==> src/rtl/hwin_pkg.sv <==
`timescale 1ns/1ps
package hwin_pkg;
  localparam int unsigned OW = 16;  // pointer width, two host bytes
  localparam int unsigned DW = 8;

  localparam logic [3:0] IDX_H2L    = 4'd0;
  localparam logic [3:0] IDX_L2H    = 4'd1;
  localparam logic [3:0] IDX_OFS_LO = 4'd2;
  localparam logic [3:0] IDX_OFS_HI = 4'd3;

  typedef enum logic [1:0] {ST_IDLE, ST_REQ, ST_WAIT} mem_st_e;
endpackage

==> src/rtl/hwin_decode.sv <==
`timescale 1ns/1ps
module hwin_decode
  import hwin_pkg::*;
(
  input  logic [3:0]    addr_i,
  input  logic          we_i,
  input  logic [OW-1:0] ofs_i,
  input  logic [OW-1:0] rd_limit_i,
  input  logic [OW-1:0] wr_limit_i,
  output logic          is_data_o,
  output logic [OW-1:0] eff_o,
  output logic          ok_o
);
  assign is_data_o = (addr_i[3:2] == 2'b01);
  assign eff_o     = ofs_i + {{(OW-2){1'b0}}, addr_i[1:0]};
  assign ok_o      = we_i ? (eff_o < wr_limit_i) : (eff_o < rd_limit_i);
endmodule

==> src/rtl/hwin_regs.sv <==
`timescale 1ns/1ps
module hwin_regs
  import hwin_pkg::*;
(
  input  logic          clk_i,
  input  logic          rst_ni,
  input  logic          wr_en_i,
  input  logic [3:0]    addr_i,
  input  logic [DW-1:0] wdata_i,
  input  logic          l2h_we_i,
  input  logic [DW-1:0] l2h_data_i,
  input  logic          ack_i,
  input  logic          viol_set_i,
  input  logic          viol_clr_i,
  output logic [OW-1:0] ofs_o,
  output logic [DW-1:0] h2l_o,
  output logic [DW-1:0] l2h_o,
  output logic          irq_o,
  output logic          viol_o
);
  logic mb_wr;
  assign mb_wr = wr_en_i && (addr_i == IDX_H2L);

  always_ff @(posedge clk_i or negedge rst_ni) begin
    if (!rst_ni) begin
      ofs_o  <= '0;
      h2l_o  <= '0;
      l2h_o  <= '0;
      irq_o  <= 1'b0;
      viol_o <= 1'b0;
    end else begin
      if (wr_en_i && addr_i == IDX_OFS_LO) ofs_o[7:0]  <= wdata_i;
      if (wr_en_i && addr_i == IDX_OFS_HI) ofs_o[15:8] <= wdata_i;
      if (mb_wr) h2l_o <= wdata_i;
      if (l2h_we_i) l2h_o <= l2h_data_i;
      if (mb_wr)       irq_o <= 1'b1;
      else if (ack_i)  irq_o <= 1'b0;
      if (viol_set_i)      viol_o <= 1'b1;
      else if (viol_clr_i) viol_o <= 1'b0;
    end
  end

  AST_IRQ_ON_MBOX: assert property (@(posedge clk_i) disable iff (!rst_ni)
    mb_wr |=> irq_o);
  AST_IRQ_HOLD: assert property (@(posedge clk_i) disable iff (!rst_ni)
    (irq_o && !ack_i) |=> irq_o);
  AST_VIOL_STICKY: assert property (@(posedge clk_i) disable iff (!rst_ni)
    (viol_o && !viol_clr_i) |=> viol_o);
  AST_VIOL_SET: assert property (@(posedge clk_i) disable iff (!rst_ni)
    viol_set_i |=> viol_o);
endmodule

==> src/rtl/hwin_mem_fsm.sv <==
`timescale 1ns/1ps
module hwin_mem_fsm
  import hwin_pkg::*;
#(
  parameter int unsigned AW = 32
) (
  input  logic          clk_i,
  input  logic          rst_ni,
  input  logic          start_i,
  input  logic          we_i,
  input  logic [AW-1:0] addr_i,
  input  logic [DW-1:0] wdata_i,
  input  logic          mem_ready_i,
  output logic          idle_o,
  output logic          fin_o,
  output logic          mem_req_o,
  output logic          mem_we_o,
  output logic [AW-1:0] mem_addr_o,
  output logic [DW-1:0] mem_wdata_o
);
  mem_st_e st_q;

  assign idle_o    = (st_q == ST_IDLE);
  assign mem_req_o = (st_q == ST_REQ);
  assign fin_o     = !idle_o && mem_ready_i;

  always_ff @(posedge clk_i or negedge rst_ni) begin
    if (!rst_ni) begin
      st_q        <= ST_IDLE;
      mem_we_o    <= 1'b0;
      mem_addr_o  <= '0;
      mem_wdata_o <= '0;
    end else begin
      unique case (st_q)
        ST_IDLE: if (start_i) begin
          st_q        <= ST_REQ;
          mem_we_o    <= we_i;
          mem_addr_o  <= addr_i;
          mem_wdata_o <= wdata_i;
        end
        ST_REQ:  st_q <= mem_ready_i ? ST_IDLE : ST_WAIT;
        ST_WAIT: if (mem_ready_i) st_q <= ST_IDLE;
        default: st_q <= ST_IDLE;
      endcase
    end
  end

  AST_REQ_SINGLE: assert property (@(posedge clk_i) disable iff (!rst_ni)
    mem_req_o |=> !mem_req_o);
  AST_REQ_AFTER_START: assert property (@(posedge clk_i) disable iff (!rst_ni)
    (start_i && idle_o) |=> mem_req_o);
endmodule

==> src/rtl/hwin_shmem.sv <==
`timescale 1ns/1ps
module hwin_shmem
  import hwin_pkg::*;
#(
  parameter int unsigned AW = 32
) (
  input  logic          clk_i,
  input  logic          rst_ni,
  input  logic          host_sel_i,
  input  logic          host_we_i,
  input  logic [3:0]    host_addr_i,
  input  logic [7:0]    host_wdata_i,
  output logic [7:0]    host_rdata_o,
  output logic          host_done_o,
  input  logic [AW-1:0] base_i,
  input  logic [15:0]   rd_limit_i,
  input  logic [15:0]   wr_limit_i,
  output logic [7:0]    h2l_data_o,
  output logic          mbox_irq_o,
  input  logic          mbox_ack_i,
  input  logic          l2h_we_i,
  input  logic [7:0]    l2h_data_i,
  output logic          wr_viol_o,
  input  logic          viol_clr_i,
  output logic          mem_req_o,
  output logic          mem_we_o,
  output logic [AW-1:0] mem_addr_o,
  output logic [7:0]    mem_wdata_o,
  input  logic [7:0]    mem_rdata_i,
  input  logic          mem_ready_i
);
  logic [OW-1:0] ofs, eff;
  logic [DW-1:0] h2l, l2h, rd_mux;
  logic          is_data, acc_ok, idle, fin, acc, mem_go, reg_acc, viol_set;

  hwin_decode u_dec (
    .addr_i(host_addr_i), .we_i(host_we_i), .ofs_i(ofs),
    .rd_limit_i(rd_limit_i), .wr_limit_i(wr_limit_i),
    .is_data_o(is_data), .eff_o(eff), .ok_o(acc_ok)
  );

  assign acc      = host_sel_i && idle;
  assign mem_go   = acc && is_data && acc_ok;
  assign reg_acc  = acc && !(is_data && acc_ok);
  assign viol_set = acc && is_data && host_we_i && !acc_ok;

  hwin_regs u_regs (
    .clk_i(clk_i), .rst_ni(rst_ni),
    .wr_en_i(acc && host_we_i), .addr_i(host_addr_i), .wdata_i(host_wdata_i),
    .l2h_we_i(l2h_we_i), .l2h_data_i(l2h_data_i), .ack_i(mbox_ack_i),
    .viol_set_i(viol_set), .viol_clr_i(viol_clr_i),
    .ofs_o(ofs), .h2l_o(h2l), .l2h_o(l2h), .irq_o(mbox_irq_o), .viol_o(wr_viol_o)
  );

  hwin_mem_fsm #(.AW(AW)) u_fsm (
    .clk_i(clk_i), .rst_ni(rst_ni),
    .start_i(mem_go), .we_i(host_we_i),
    .addr_i(base_i + {{(AW-OW){1'b0}}, eff}), .wdata_i(host_wdata_i),
    .mem_ready_i(mem_ready_i), .idle_o(idle), .fin_o(fin),
    .mem_req_o(mem_req_o), .mem_we_o(mem_we_o),
    .mem_addr_o(mem_addr_o), .mem_wdata_o(mem_wdata_o)
  );

  always_comb begin
    unique case (host_addr_i)
      IDX_H2L:    rd_mux = h2l;
      IDX_L2H:    rd_mux = l2h;
      IDX_OFS_LO: rd_mux = ofs[7:0];
      IDX_OFS_HI: rd_mux = ofs[15:8];
      default:    rd_mux = is_data ? 8'hFF : 8'h00;  // refused data read
    endcase
  end

  always_ff @(posedge clk_i or negedge rst_ni) begin
    if (!rst_ni) begin
      host_done_o  <= 1'b0;
      host_rdata_o <= '0;
    end else begin
      host_done_o <= reg_acc || fin;
      if (fin)          host_rdata_o <= mem_rdata_i;
      else if (reg_acc) host_rdata_o <= rd_mux;
    end
  end

  assign h2l_data_o = h2l;

  AST_REG_DONE: assert property (@(posedge clk_i) disable iff (!rst_ni)
    reg_acc |=> host_done_o);
  AST_NO_REQ_REFUSED: assert property (@(posedge clk_i) disable iff (!rst_ni)
    (acc && is_data && !acc_ok) |=> !mem_req_o);
  AST_FIN_DONE: assert property (@(posedge clk_i) disable iff (!rst_ni)
    (mem_ready_i && !idle) |=> host_done_o);
endmodule

==> config.mk <==
export PLATFORM = sky130hd
export DESIGN_NAME = hwin_shmem
export DESIGN_NICKNAME = d
export VERILOG_FILES = /design/src/rtl/hwin_pkg.sv /design/src/rtl/hwin_decode.sv /design/src/rtl/hwin_regs.sv /design/src/rtl/hwin_mem_fsm.sv /design/src/rtl/hwin_shmem.sv
export SDC_FILE = /design/constraint.sdc
export NUM_CORES = 1
export LEC_CHECK = 0
export CAP_MARGIN = 25
export CORE_MARGIN = 8
export CORE_UTILIZATION = 39
export DETAILED_ROUTE_END_ITERATION = 12
export PLACE_DENSITY = 0.67
export SLEW_MARGIN = 15
export SYNTH_ARGS = -nofsm -noshare
export SYNTH_HDL_FRONTEND = slang
export SYNTH_HIERARCHICAL = 1
export SYNTH_SLANG_ARGS = --single-unit
==> constraint.sdc <==
create_clock -name clk_i -period 3.6 [get_ports clk_i]
set_input_delay 0.9 -clock clk_i [delete_from_list [all_inputs] [get_ports clk_i]]
set_output_delay 0.9 -clock clk_i [all_outputs]
set_load 0.01 [all_outputs]
==> impl_metrics.env <==
export IMPL_postSynthCellCount=565
export IMPL_crit_buf_inv=3
export IMPL_ir_drop_v=0.000280
export IMPL_synth_area_leaders="dfrtp_1 36%, mux2_2 12%, ha_1 10%"
export IMPL_io_pins=161
export IMPL_syn_nets=715
export IMPL_synth_edff_count=0
export IMPL_synth_async_reset_ratio_pct=100
export IMPL_grt_pass1_wl_mm=30.8
export IMPL_overflow=0
export IMPL_cp_end_kind="flop"
export IMPL_path_delay_family="simple AND/OR/NAND/NOR gates"
export IMPL_drive_gt1_share_pct=31.9
export IMPL_max_freq_ghz=0.247
export IMPL_vias=5334
export IMPL_yosys_cell_types_count=70
export IMPL_seq_power_share_pct=30.7
export IMPL_htree_levels=3
export IMPL_cts_buffers=9
export IMPL_avgSynthCellArea_um2=10.4
export IMPL_drt_initial_drc_count=280
export IMPL_p_per_area_nw_per_um2=502
export IMPL_nNetsFinal=970
export IMPL_grt_max_degree=37
export IMPL_setup_viol=51
export IMPL_fin_area_um2=9230
export IMPL_startpoint_type="primary input"
export IMPL_area_growth_pct=56.4
export IMPL_period_needed_ns=4.05
export IMPL_clk_pin_slew_ns=0.06
export IMPL_worstPathMaxFanout=8
export IMPL_fin_total_pwr_uw=4630
export IMPL_post_dp_hpwl_mm=14.4
export IMPL_root_buffer="clkbuf_16"
export IMPL_fin_setup_tns_ns=-18.87
export IMPL_clkPwrFrac_pct=19.9
export IMPL_clk_latency_ns=0.35
export IMPL_diodes=0
export IMPL_clock_path_buffers=2
export IMPL_drtAntennaViolNets=0
export IMPL_maxSlewHeadroom_pct=60.0
export IMPL_die_width_um=139
export IMPL_yosysTopAreaCell="dfrtp_1"
export IMPL_switching_share_pct=33.5
export IMPL_rows=45
export IMPL_rsz0062_at_grt="yes"
export IMPL_track_usage_pct=19.9
export IMPL_clkSinkCount=86
export IMPL_core_area_um2=15000
export IMPL_synth_seq_cells=86
export IMPL_period_share_pct=113
export IMPL_dr_pass1_iters=4
export IMPL_yosysWarnings=6
export IMPL_tightestPinTransition_ns=0.598
export IMPL_start_util_pct=39.4
export IMPL_hp_class="flop to flop"
export IMPL_p_int_uw=3080
export IMPL_critPathKind="primary input to flop"
export IMPL_grt_pass1_vias=5744
export IMPL_globalplace_congestion=0.892
export IMPL_netlist_area_um2=5900
export IMPL_clock_skew_ns=0.00793
export IMPL_setup_slack_ns=-0.453
export IMPL_dp_cells=985
export IMPL_antenna_found_initial=0
export IMPL_cap_violations=0
export IMPL_drc_errors=0
export IMPL_p_switching_uw=1550
export IMPL_die_area_um2=19300
export IMPL_slowest_delay_ns=0.34
export IMPL_cp_required_ns=3.83
export IMPL_wirelength_mm=19.4
export IMPL_violations="negative setup slack"
export IMPL_cpMaxStageDelayCell="or3_4"
export IMPL_p_leak_uw=0.00426
export IMPL_layout_cells_non_filler=1013
export IMPL_cp_arrival_ns=4.28
export IMPL_portBuffers=160
export IMPL_synthFlopType="dfrtp_1"
export IMPL_wl_per_cell_um=19.2
export IMPL_cp_cell_sequence="buf_8 -> ha_4 -> a21oi_4 -> or3_4 -> nor3_4 -> xor2_2 -> ha_1 -> nand4_1 -> nor3_2 -> nor4_2 -> o41ai_1 -> o22ai_2 -> nand2_2 -> nor2_2 -> nor3b_4 -> buf_6 -> buf_16 -> mux2_4"
export IMPL_vias_per_cell=5.27
export IMPL_synthTopCellsByCount="86 x dfrtp_1, 62 x mux2_2, 48 x ha_1, 41 x inv_1, 34 x nand2_1"
export IMPL_placed_area_um2=8410
export IMPL_outcome="finished, violations left"
export IMPL_drv_slew=0
export IMPL_combPwrFrac_pct=49.4
export IMPL_yosysSeqAreaShare_pct=36.5
export IMPL_die_h_um=139
export IMPL_synth_most_common_cell="dfrtp_1"
export IMPL_synth_top_cell_area_share_pct=36.5
export IMPL_finalHoldViolCount=0
export IMPL_cts_tree="yes"
worst reg2reg max path: stages (launching register included):
cell,delay [ns]
dfrtp_1,0.41
and4_4,0.25
nand2_2,0.09
or3_4,0.41
nor3_4,0.24
xor2_2,0.21
ha_1,0.27
nand4_1,0.17
nor3_2,0.07
nor4_2,0.24
o41ai_1,0.13
o22ai_2,0.18
nand2_2,0.10
nor2_2,0.13
nor3b_4,0.26
buf_6,0.18
buf_16,0.15
mux2_4,0.31
registers in the layout (all words and copies together) (netlist names):
name / cells
u_regs/ofs_o: 16
u_fsm/mem_we_o: 1
u_regs/viol_o: 1
u_regs/l2h_o: 8
host_rdata_o: 8
u_fsm/st_q: 2
u_regs/irq_o: 1
u_fsm/mem_wdata_o: 8
host_done_o: 1
u_regs/h2l_o: 8
u_fsm/mem_addr_o: 32
logic make-up (layout without fill, tap and decap cells):
| group | after synthesis | after routing | share of synthesized area (%) |
|---|---|---|---|
| buf+inv | 60 | 320 | 4.60 |
| mux | 82 | 82 | 16.0 |
| compound gates | 113 | 113 | 13.4 |
| fa+ha+maj | 50 | 50 | 10.9 |
| xor+xnor | 42 | 42 | 6.23 |
| flops | 86 | 86 | 36.5 |
| simple gates | 132 | 132 | 12.5 |
area by class of cell:
class / count / area, µm²
clock inverter: 5 / 42.5
fill: 1210 / 5750
tap: 188 / 235
sequential: 86 / 2150
timing repair buffer: 263 / 2500
clock buffer: 11 / 243
inverter: 41 / 154
multi-input combinational: 419 / 3900
layout by cell type (no fill, tap or decap), drive strengths merged, types with 10 or more instances in the layout:
cell / instances
dfrtp: 86
mux2: 73
xor2: 16
o21ai: 23
buf: 106
xnor2: 26
and3: 10
a21oi: 38
inv: 43
ha: 48
nor2: 25
nand2: 37
clkdlybuf4s50: 157
nand3: 15
o211ai: 11
clkbuf: 11
power groups by stage:
| stage | sequential [µW] | clock, µW | combinational, µW |
|---|---|---|---|
| after floorplan | 1510 | 0 | 881 |
| after global placement | 1410 | 0 | 2070 |
| after detailed placement | 1420 | 0 | 2110 |
| after CTS | 1420 | 943 | 2230 |
| after global routing | 1460 | 980 | 2470 |
| final | 1420 | 922 | 2290 |
per-layer routing:
layer / up-vias / share of wire [%] / GRT usage [%]
li1: 2548 / - / -
met1: 2623 / 46 / 26.4
met2: 154 / 47 / 31.5
met3: 9 / 5.4 / 4.82
met4: 0 / 1.1 / 5.66
met5: - / 0 / 0
final timing paths:
kind                            startpoint              endpoint  slack, ns  cells past startpoint
max                         host_addr_i[1]  u_fsm/mem_addr_o[31]      -0.45                     18
min                        host_rdata_o[2]       host_rdata_o[2]       0.49                      2
max reg2reg                u_regs/ofs_o[2]  u_fsm/mem_addr_o[31]      -0.31                     17
min reg2reg                host_rdata_o[2]       host_rdata_o[2]       0.49                      2
max in group asynchronous           rst_ni  u_fsm/mem_addr_o[20]       2.31                      2
min in group asynchronous           rst_ni  u_fsm/mem_wdata_o[4]       0.51                      1
stage by stage:
stage                     util (%)  setup WS, ns  hold slack [ns]
after floorplan                  -        -0.425            0.480
after global placement        56.1         -1.10            0.467
after detailed placement      56.1         -1.29            0.475
after CTS                     60.3        -0.555            0.489
after global routing          61.6        -0.607            0.515
final                         61.6        -0.453            0.489
repair_timing:
action | CTS | global route
hold buffers | 0 | 0
gates cloned | 5 | 0
setup buffers | 8 | 2
resized for setup | 56 | 54
pin swaps | 13 | 32
endpoints found under the setup margin | 52 | 52
Power figures use the tool's default switching activity.
